--- config.mk ---
export PLATFORM = sky130hd
export DESIGN_NAME = line_loss_det
export DESIGN_NICKNAME = d
export VERILOG_FILES = /design/src/rtl/line_loss_det.sv
export SDC_FILE = /design/constraint.sdc
export NUM_CORES = 1
export LEC_CHECK = 0
export CORE_AREA = 8 8 45 47
export CTS_BUF_LIST = sky130_fd_sc_hd__clkbuf_4
export CTS_CLUSTER_SIZE = 40
export DETAILED_ROUTE_END_ITERATION = 10
export DIE_AREA = 0 0 53 55
export PLACE_DENSITY = 0.39
export SLEW_MARGIN = 10
export SYNTH_ARGS = -nofsm -noshare
export SYNTH_HDL_FRONTEND = slang
export SYNTH_SLANG_ARGS = --single-unit
--- constraint.sdc ---
create_clock -name clk -period 1.5 [get_ports clk]
set_input_delay 0.225 -clock clk [delete_from_list [all_inputs] [get_ports clk]]
set_output_delay 0.225 -clock clk [all_outputs]
set_load 0.02 [all_outputs]
--- src/rtl/line_loss_det.sv ---
module line_loss_det #(
  parameter int TICKS = 4
) (
  input  logic clk,
  input  logic rst_n,
  input  logic tick,
  input  logic sense_en,
  input  logic in_window,
  input  logic status_clr,
  output logic status,
  output logic irq
);
  localparam int CW = $clog2(TICKS + 1);

  logic          win_s1, win_s2;
  logic [CW-1:0] cnt;
  logic          armed;
  logic          hit;

  always_ff @(posedge clk or negedge rst_n)
    if (!rst_n) begin
      win_s1 <= 1'b0;
      win_s2 <= 1'b0;
    end else begin
      win_s1 <= in_window;
      win_s2 <= win_s1;
    end

  assign armed = sense_en && win_s2;
  assign hit   = armed && tick && (cnt == CW'(TICKS - 1));

  always_ff @(posedge clk or negedge rst_n)
    if (!rst_n)
      cnt <= '0;
    else if (!armed)
      cnt <= '0;
    else if (tick && cnt != CW'(TICKS))
      cnt <= cnt + 1'b1;

  always_ff @(posedge clk or negedge rst_n)
    if (!rst_n)
      status <= 1'b0;
    else if (hit)
      status <= 1'b1;
    else if (status_clr)
      status <= 1'b0;

  assign irq = status && sense_en;
endmodule


==> impl_metrics.toml <==
[routing]
first_pass_iters = 1
drc = 0
drtAntennaViolNets = 0
drt_iter0_markers = 0
drt-total-wl_um = 566
wl_per_cell_um = 10.9
vias = 200
via_per_inst = 3.85

[clock_network]
cts_hold_buffers = 0
clock_sinks = 6
cts_resized = 1
path_clk_slew_ns = 0.04
clock_path_buffers = 2
root_buffer = "clkbuf_4"
cts_tree = "built"
clk_latency_ns = 0.24
numCtsBuffers = 3
post_cts_buffers = 0
htreeDepth = 1

[final_layout]
syn_to_final_growth_pct = 38.5
final_area_um2 = 400
fillers = 149
post-route-util_pct = 28.9
drive_gt1_share_pct = 11.1
nets = 47
final_cell_count_no_fill = 52
antenna_cells = 0

[logic_synthesis]
syn_nets = 35
ys_ff_latch = 6
ys_seq_area_share_pct = 51.9
synth_area_per_cell_um2 = 11.1
netlist_area_um2 = 289
synth_cell_types = 13
yosysWarnings = 0
syn_inst = 26

[timing]
setup_viol = 0
slew_headroom_pct = 82.5
rsz0062_at_grt = "false"
max_slew.worst_pin.slew_ns = 0.262
max_freq_mhz = 705
final_max_slew_viol_count = 0
finalCritPeriodShare_pct = 94.5
fin_crit_ns = 1.42
holdWs_ns = 0.222
clock_skew_ns = 0.00220
hold_viol = 0

[pwr]
p_leak_uw = 0.000184
vdd.ir_drop.worst_mv = 0.614
pwr_density_cell_nw_per_um2 = 867

[floorplanning]
die_width_um = 53
io_pins = 8
die-height_um = 55
fp.dieArea_um2 = 2920
initial_core_util_pct = 20.9
core-area_um2 = 1380
rows = 14

[worst_setup_path]
arrival_ns = 1.19
crit_chain = "clkdlybuf4s50_1"
r2r-start = "cnt[0]$_DFFE_PN0P_"
crit_slowest_cell = "clkdlybuf4s50_1"
path_max_fanout = 3
critical_path_depth = 1
end_kind = "output pin"
path_delay_family = "buffers and inverters"
critPathBufInv = 1
reg2reg_to = "cnt[2]$_DFFE_PN0P_"
startpoint = "status$_DFFE_PN0P_"
start_kind = "flip-flop"
max_stage_delay_ns = 0.61
r2r_slack_ns = 0.18
endpoint = "status"
path_class = "flip-flop to output pin"
rr_worst_depth = 4
required_ns = 1.27

[outcome]
outcome = "completed"

[placed_design]
io_buffers = 7
dp_hpwl_um = 474
dp_cells = 49
place_area_um2 = 379
gp_congestion = 0.648

[grt]
grt_remaining_overflow = 0
antenna_found_initial = 0
grt_pass1_wl_um = 931
grt_usage_pct = 4.72
grt_pass1_vias = 226
grt_max_degree = 7

[job]
maxCapViolCount = 0

[hold_path]
hold_class = "primary input to async pin"
==> cell families (layout without fill, tap and decap cells) <==
kind of cell	Yosys count	count (layout)	synth area share (%)
flops	6	6	51.9
buf+inv	5	15	6.49
fa+ha+maj	3	3	13.0
mux	1	1	3.46
compound gates	4	4	12.1
xor+xnor	1	1	3.03
simple gates	6	6	9.96
==> flip-flops by register name, summed over array words and instances (netlist names) <==
name,cells
cnt,3
status,1
win_s1,1
win_s2,1
==> placed cells by master, fill, tap and decap left out, drive strengths merged <==
cell type / instances
xnor2: 1
clkdlybuf4s50: 6
nor2: 2
ha: 3
dfrtp: 6
inv: 5
mux2i: 1
or2b: 1
clkbuf: 3
and2: 1
a21boi: 1
a21oi: 1
dlygate4sd2: 1
o22ai: 1
nand2: 2
o21ai: 1
==> cells in the mapped netlist <==
cell type  count  area (µm²)
a21boi_4       1        18.8
a21oi_1        1        5.00
and2_1         1        6.26
dfrtp_1        6         150
ha_1           3        37.5
inv_1          5        18.8
mux2i_1        1        10.0
nand2_1        2        7.51
nor2_1         2        7.51
o21ai_0        1        5.00
o22ai_1        1        6.26
or2b_1         1        7.51
xnor2_1        1        8.76
==> how the worst min path moves through the flow <==
stage	startpoint	to	slack, ns
after floorplan	rst_n	cnt[0]$_DFFE_PN0P_	-0.07
after global placement	win_s1$_DFF_PN0_	win_s2$_DFF_PN0_	0.33
after detailed placement	win_s1$_DFF_PN0_	win_s2$_DFF_PN0_	0.34
after CTS	rst_n	win_s2$_DFF_PN0_	0.23
after global routing	rst_n	win_s1$_DFF_PN0_	0.23
final	rst_n	cnt[0]$_DFFE_PN0P_	0.22
==> per-stage QoR <==
stage,TNS (ns),setup WS [ns],power [µW]
after global routing,0,0.0371,370
after CTS,0,0.0598,357
final,0,0.0820,347
after global placement,-0.134,-0.134,204
after floorplan,0,0.262,185
after detailed placement,-0.148,-0.148,206
==> where the power goes <==
part           total [µW]  switching (µW)  internal, µW
registers             170            2.52           167
logic                33.5            13.7          19.7
clock network         144            54.0          90.2
==> final cells by class <==
class                      instances  area [µm²]  area share, %
multi-input combinational         15         120           30.0
clock buffer                       3        22.5           5.62
tap                               16        20.0           5.00
timing repair buffer               7        68.8           17.2
inverter                           5        18.8           4.69
sequential                         6         150           37.5
==> metal layers <==
metal,wire (µm),up-vias,track usage [%]
met5,0,-,0
met4,0,0,2.59
met3,15,0,3.21
met2,297,3,8.40
met1,254,94,3.85
li1,-,103,-
Power figures use the tool's default switching activity.
